<file path="src/rtl/ecc_evt_pkg.sv">
`timescale 1ns/1ps
// Shared constants and types for the ECC error event monitor.
// Assumes a 32-bit register port with word offsets.
package ecc_evt_pkg;
    localparam int NUM_EV = 3;
    localparam int EV_RSE = 0;
    localparam int EV_RDE = 1;
    localparam int EV_BWE = 2;
    localparam int REG_DW = 32;
    localparam int REG_AW = 3;

    localparam logic [REG_AW-1:0] OFS_CTRL  = 3'd0;
    localparam logic [REG_AW-1:0] OFS_STAT  = 3'd1;
    localparam logic [REG_AW-1:0] OFS_CNT   = 3'd2;
    localparam logic [REG_AW-1:0] OFS_CADDR = 3'd3;
    localparam logic [REG_AW-1:0] OFS_CDATA = 3'd4;
    localparam logic [REG_AW-1:0] OFS_CCODE = 3'd5;

    typedef enum logic [1:0] {
        TM_NONE     = 2'd0,
        TM_FENCE_DT = 2'd1,
        TM_FENCE_CK = 2'd2,
        TM_NONE_ALT = 2'd3
    } tmode_e;

    // Control word layout, LSB first: irq_en[2:0], ctx_en[3], cnt_en[6:4], tmode[8:7]
    typedef struct packed {
        tmode_e              tmode;
        logic [NUM_EV-1:0]   cnt_en;
        logic                ctx_en;
        logic [NUM_EV-1:0]   irq_en;
    } cfg_t;

    localparam int CFG_W = $bits(cfg_t);
endpackage

</file>
<file path="src/rtl/ecc_evt_regs.sv">
`timescale 1ns/1ps
// Control word, sticky status flags and test-mode decode.
// Assumes event pulses are one cycle wide; set has priority over clear.
module ecc_evt_regs
    import ecc_evt_pkg::*;
(
    input  logic                 clk,
    input  logic                 rst_n,
    input  logic                 wr_ctrl,
    input  logic                 wr_stat,
    input  logic [CFG_W-1:0]     ctrl_wdata,
    input  logic [NUM_EV-1:0]    stat_wdata,
    input  logic [NUM_EV-1:0]    ev,
    output cfg_t                 cfg_q,
    output logic [NUM_EV-1:0]    flag_q,
    output logic                 blk_data,
    output logic                 blk_code
);
    // Control word storage.
    always_ff @(posedge clk) begin
        if (!rst_n)       cfg_q <= '0;
        else if (wr_ctrl) cfg_q <= cfg_t'(ctrl_wdata);
    end

    // One sticky, write-one-to-clear flag per event kind.
    for (genvar k = 0; k < NUM_EV; k++) begin : g_flag
        always_ff @(posedge clk) begin
            if (!rst_n) flag_q[k] <= 1'b0;
            else        flag_q[k] <= ev[k] | (flag_q[k] & ~(wr_stat & stat_wdata[k]));
        end
    end

    // Test-access decode into the two fence outputs.
    always_comb begin
        blk_data = 1'b0;
        blk_code = 1'b0;
        case (cfg_q.tmode)
            TM_FENCE_DT: blk_data = 1'b1;
            TM_FENCE_CK: blk_code = 1'b1;
            default: ;
        endcase
    end
endmodule

</file>
<file path="src/rtl/ecc_evt_cnt.sv">
`timescale 1ns/1ps
// Saturating occurrence counter with a synchronous clear.
// Assumes clear and increment never need to both apply; clear wins.
module ecc_evt_cnt #(
    parameter int CNT_W = 32
) (
    input  logic             clk,
    input  logic             rst_n,
    input  logic             hit,
    input  logic             clr,
    output logic [CNT_W-1:0] cnt_q
);
    localparam logic [CNT_W-1:0] CNT_MAX = '1;

    // Count enabled events, hold at the top value.
    always_ff @(posedge clk) begin
        if (!rst_n || clr)                 cnt_q <= '0;
        else if (hit && cnt_q != CNT_MAX)  cnt_q <= cnt_q + 1'b1;
    end
endmodule

</file>
<file path="src/rtl/ecc_evt_ctx.sv">
`timescale 1ns/1ps
// Error context latch: keeps address, data and code of the first read error.
// Assumes 'hold' is high while an earlier capture is still unacknowledged.
module ecc_evt_ctx #(
    parameter int ADDR_W = 32,
    parameter int DATA_W = 32,
    parameter int CODE_W = 7
) (
    input  logic              clk,
    input  logic              rst_n,
    input  logic              en,
    input  logic              rd_err,
    input  logic              hold,
    input  logic [ADDR_W-1:0] addr,
    input  logic [DATA_W-1:0] data,
    input  logic [CODE_W-1:0] code,
    output logic [ADDR_W-1:0] addr_q,
    output logic [DATA_W-1:0] data_q,
    output logic [CODE_W-1:0] code_q
);
    // Capture once per acknowledged window.
    always_ff @(posedge clk) begin
        if (!rst_n) begin
            addr_q <= '0;
            data_q <= '0;
            code_q <= '0;
        end else if (en && rd_err && !hold) begin
            addr_q <= addr;
            data_q <= data;
            code_q <= code;
        end
    end
endmodule

</file>
<file path="src/rtl/ecc_evt_mon.sv">
`timescale 1ns/1ps
// Top of the ECC error event monitor: register decode, interrupt level,
// counter and context latch. Assumes ADDR_W, DATA_W, CODE_W, CNT_W <= 32.
module ecc_evt_mon
    import ecc_evt_pkg::*;
#(
    parameter int ADDR_W = 32,
    parameter int DATA_W = 32,
    parameter int CODE_W = 7,
    parameter int CNT_W  = 32
) (
    input  logic              clk,
    input  logic              rst_n,
    input  logic              ev_rse,
    input  logic              ev_rde,
    input  logic              ev_bwe,
    input  logic [ADDR_W-1:0] ev_addr,
    input  logic [DATA_W-1:0] ev_data,
    input  logic [CODE_W-1:0] ev_code,
    input  logic              reg_we,
    input  logic [REG_AW-1:0] reg_addr,
    input  logic [REG_DW-1:0] reg_wdata,
    output logic [REG_DW-1:0] reg_rdata,
    output logic              irq,
    output logic              blk_data,
    output logic              blk_code
);
    logic [NUM_EV-1:0] ev;
    cfg_t              cfg_q;
    logic [NUM_EV-1:0] flag_q;
    logic [CNT_W-1:0]  cnt_q;
    logic [ADDR_W-1:0] ctx_addr_q;
    logic [DATA_W-1:0] ctx_data_q;
    logic [CODE_W-1:0] ctx_code_q;
    logic              cnt_clr;

    assign ev      = {ev_bwe, ev_rde, ev_rse};
    assign cnt_clr = reg_we && (reg_addr == OFS_CNT) && (reg_wdata == '0);
    assign irq     = |(flag_q & cfg_q.irq_en);

    ecc_evt_regs u_regs (
        .clk        (clk),
        .rst_n      (rst_n),
        .wr_ctrl    (reg_we && reg_addr == OFS_CTRL),
        .wr_stat    (reg_we && reg_addr == OFS_STAT),
        .ctrl_wdata (reg_wdata[CFG_W-1:0]),
        .stat_wdata (reg_wdata[NUM_EV-1:0]),
        .ev         (ev),
        .cfg_q      (cfg_q),
        .flag_q     (flag_q),
        .blk_data   (blk_data),
        .blk_code   (blk_code)
    );

    ecc_evt_cnt #(.CNT_W(CNT_W)) u_cnt (
        .clk   (clk),
        .rst_n (rst_n),
        .hit   (|(ev & cfg_q.cnt_en)),
        .clr   (cnt_clr),
        .cnt_q (cnt_q)
    );

    ecc_evt_ctx #(.ADDR_W(ADDR_W), .DATA_W(DATA_W), .CODE_W(CODE_W)) u_ctx (
        .clk    (clk),
        .rst_n  (rst_n),
        .en     (cfg_q.ctx_en),
        .rd_err (ev_rse | ev_rde),
        .hold   (flag_q[EV_RSE] | flag_q[EV_RDE]),
        .addr   (ev_addr),
        .data   (ev_data),
        .code   (ev_code),
        .addr_q (ctx_addr_q),
        .data_q (ctx_data_q),
        .code_q (ctx_code_q)
    );

    // Read-back multiplexer, zero-extended to the port width.
    always_comb begin
        reg_rdata = '0;
        case (reg_addr)
            OFS_CTRL:  reg_rdata[CFG_W-1:0]  = cfg_q;
            OFS_STAT:  reg_rdata[NUM_EV-1:0] = flag_q;
            OFS_CNT:   reg_rdata[CNT_W-1:0]  = cnt_q;
            OFS_CADDR: reg_rdata[ADDR_W-1:0] = ctx_addr_q;
            OFS_CDATA: reg_rdata[DATA_W-1:0] = ctx_data_q;
            OFS_CCODE: reg_rdata[CODE_W-1:0] = ctx_code_q;
            default: ;
        endcase
    end
endmodule

</file>
<file path="config.mk">
export PLATFORM = sky130hd
export DESIGN_NAME = ecc_evt_mon
export DESIGN_NICKNAME = d
export VERILOG_FILES = /design/src/rtl/ecc_evt_pkg.sv /design/src/rtl/ecc_evt_regs.sv /design/src/rtl/ecc_evt_cnt.sv /design/src/rtl/ecc_evt_ctx.sv /design/src/rtl/ecc_evt_mon.sv
export SDC_FILE = /design/constraint.sdc
export NUM_CORES = 1
export LEC_CHECK = 0
export ABC_AREA = 1
export CORE_ASPECT_RATIO = 1.75
export CORE_UTILIZATION = 51
export DETAILED_ROUTE_END_ITERATION = 8
export GPL_ROUTABILITY_DRIVEN = 0
export PLACE_DENSITY = 0.8
export SYNTH_ARGS = -nofsm -noshare
export SYNTH_HDL_FRONTEND = slang
export SYNTH_HIERARCHICAL = 1
export SYNTH_SLANG_ARGS = --single-unit
export TNS_END_PERCENT = 20
</file>
<file path="constraint.sdc">
create_clock -name clk -period 1.7 [get_ports clk]
set_input_delay 0.34 -clock clk [delete_from_list [all_inputs] [get_ports clk]]
set_output_delay 0.34 -clock clk [all_outputs]
set_load 0.1 [all_outputs]
</file>
==> results.ini <==
[outcome]
status=finished with violations
violations=negative setup slack

[sta]
skew_ns=0.00872
hold_violations=0
timing.slew.headroom=0.767
fin_setup_tns_ns=-0.336
finalCritPeriodShare=1.02
drv_slew=0
fin_crit_ns=1.74
worst_pin_slew_ns=0.347
worst_slack_ns=-0.0404
setup_violations=20
grt_setup_unrepaired=yes
fmax_mhz=575

[critical_path]
path_common_cell=nand2_1
reg2reg_slack_ns=-0.04
r2r_end=u_cnt/cnt_q[19]
crit_type=flop to primary output
path_cells=nand4_1 > nand2_1 > nor2_1 > nand2_1 > buf_12
startpoint_type=flop
cp-end-kind=primary output
worstReg2RegStart=u_cnt/cnt_q[0]
reg2reg_depth=10
worstPathArrival_ns=1.40
cpPeakStageDelay_ns=0.38
required_ns=1.36
path_max_fanout=2
slowest_stage=dfxtp_1

[global_route]
grt_use_total=0.366
grt_max_degree=82
grt_pass1_wl_um=37600
grt_antenna_before_repair=3
overflow=0
grt_pass1_vias=7844

[clocking]
cts_tree=yes
worstSkewPairLatency_ns=0.42
clock_sinks=115
cts_buffers=17
hold_buffers=0
ctsHtreeMaxLevel=4
clk_pin_slew_ns=0.05
cts_root_buffer=clkbuf_16
cts_buffer_depth=2

[synthesis]
synth_cell_types=32
yosysWarningCount=6
syn-num-nets=1218
yosysSeqAreaShare=0.348
yosysMostFrequentCell=nand2_1
synth_top_area_cell=dfxtp_1
synth-seq-cells=115
postSynthAreaPerCell_sq_um=5.98
ys_async_sr_fraction=0
netlist_area_sq_um=6610
yosys-top-cells-count=nand2_1, nor2_1, inv_1
synth_edf_count=0
synthTopCellsByArea=dfxtp_1, nand2_1, nor2_1, inv_1, nand3_1
synth_ff_type=dfxtp_1
synth_top_area_share=0.348
synth_cells=1105

[floorplan]
die_h_um=153
die_x_um=88.1
pin_count=147
start_util=0.526
dieArea_sq_um=13400
rows=54
core_area_sq_um=12600

[finish]
multiInputGateArea_sq_um=3760
layout.nets=1443
nFillCells=755
final_cell_area_sq_um=10300
final_util=0.823
drive_above_1_share=0.223
area_growth_pct=56.3
seq_area_sq_um=2330

[route]
drt_wl_total_um=25300
post-route-drc-count=0
routedWlPerCell_um=16.7
firstDrtPassIters=6
vias=8156
viasPerCell=5.39
ant_nets=0
first_iter_violations=824

[power_and_ir_drop]
p_leak_uw=0.00500
switching_share=0.244
p_comb_frac=0.123
ir_worst_vdd_mv=0.610
power_density_nw_per_um2=707
p_seq_frac=0.380
internal_power_uw=5530
clkPwrFrac=0.497
switchingPower_uw=1780

[worst_hold_path]
holdPathStages=4
hold_class=input pin to flop
hold_end=u_ctx/data_q[0]
holdCritStartpoint=rst_n

[place]
post-place-ws_ns=-0.479
hpwl_um=15500
port_buffers=146
dpl_cell_area_sq_um=9150

[run]
max_cap_viol_count=0

[kinds of logic after synthesis]
logic type / share of synthesized area
AOI/OAI and AO/OA: 0.0320
xor gates and xnor gates: 0.00132
adders and majority gates: 0.00189
buffers and inverters: 0.125
DFF: 0.348
and+or+nand+nor: 0.492
[routing by layer]
metal  wire [um]  vias to the layer above  GRT usage
met5           0                        -          0
met4        2020                        0      0.245
met3        1670                      161     0.0764
met2       13300                      453      0.657
met1        8290                     3747      0.365
li1            -                     3795          -
[critical path, delay by kind of cell (launching register included)]
kind	cells	cell delay, ns
buf+inv	1	0.19
flops	1	0.38
simple gates	4	0.41
[what timing repair did]
item                                    in CTS  in global routing
gates cloned                                 2                  1
pin swaps                                   23                 21
resized for setup                           65                 71
buffers inserted                             9                  7
endpoints found under the setup margin      34                 61
hold endpoints to repair                     0                  0
[layout make-up]
class | instances | area share
multi-input combinational | 805 | 0.364
timing repair buffer | 246 | 0.276
sequential | 115 | 0.225
inverter | 144 | 0.0562
clock buffer | 21 | 0.0436
tap | 168 | 0.0203
clock inverter | 10 | 0.0130
antenna | 3 | 0.000726
timing repair inverter | 1 | 0.000605
[sequential cells by signal, indices dropped and copies added, names as in the netlist]
name / count
u_cnt/cnt_q: 32
u_regs/cfg_q: 9
u_ctx/data_q: 32
u_regs/flag_q: 3
u_ctx/code_q: 7
u_ctx/addr_q: 32
[cell usage in the layout (no fill, tap or decap), types with 9 or more instances in the layout]
cell type / instances
nor2_4: 11
clkdlybuf4s50_1: 107
a21oi_1: 16
nand3_2: 23
nand4_1: 25
nand3_1: 41
buf_12: 53
nand2_2: 27
dfxtp_1: 100
nor2_1: 261
buf_4: 73
inv_1: 131
o21ai_0: 10
nor2_2: 13
buf_6: 9
clkbuf_16: 18
nand2_1: 336
dfxtp_2: 11
[stage by stage]
stage / hold slack, ns / cells / total power, uW
floorplan: 0.450 / 1105 / 3160
global placement: 0.481 / 1462 / 3620
detailed placement: 0.492 / 1462 / 3630
CTS: 0.429 / 1504 / 7250
global route: 0.474 / 1513 / 7480
finish: 0.447 / 1513 / 7310
[how the worst max path moves through the flow]
stage,end,from,depth (start not counted)
finish,reg_rdata[1],u_ctx/code_q[1],5
global route,u_cnt/cnt_q[11],u_cnt/cnt_q[0],10
CTS,reg_rdata[26],reg_addr[1],10
detailed placement,reg_rdata[23],reg_addr[0],8
global placement,reg_rdata[23],reg_addr[0],8
floorplan,blk_code,u_regs/cfg_q[8],2
[power groups by stage]
stage	clock network (uW)	registers (uW)	logic (uW)
finish	3640	2780	898
global placement	0	2840	787
global route	3750	2780	949
detailed placement	0	2840	796
floorplan	0	2830	333
CTS	3610	2780	853
(Power assumes the default switching activity.)
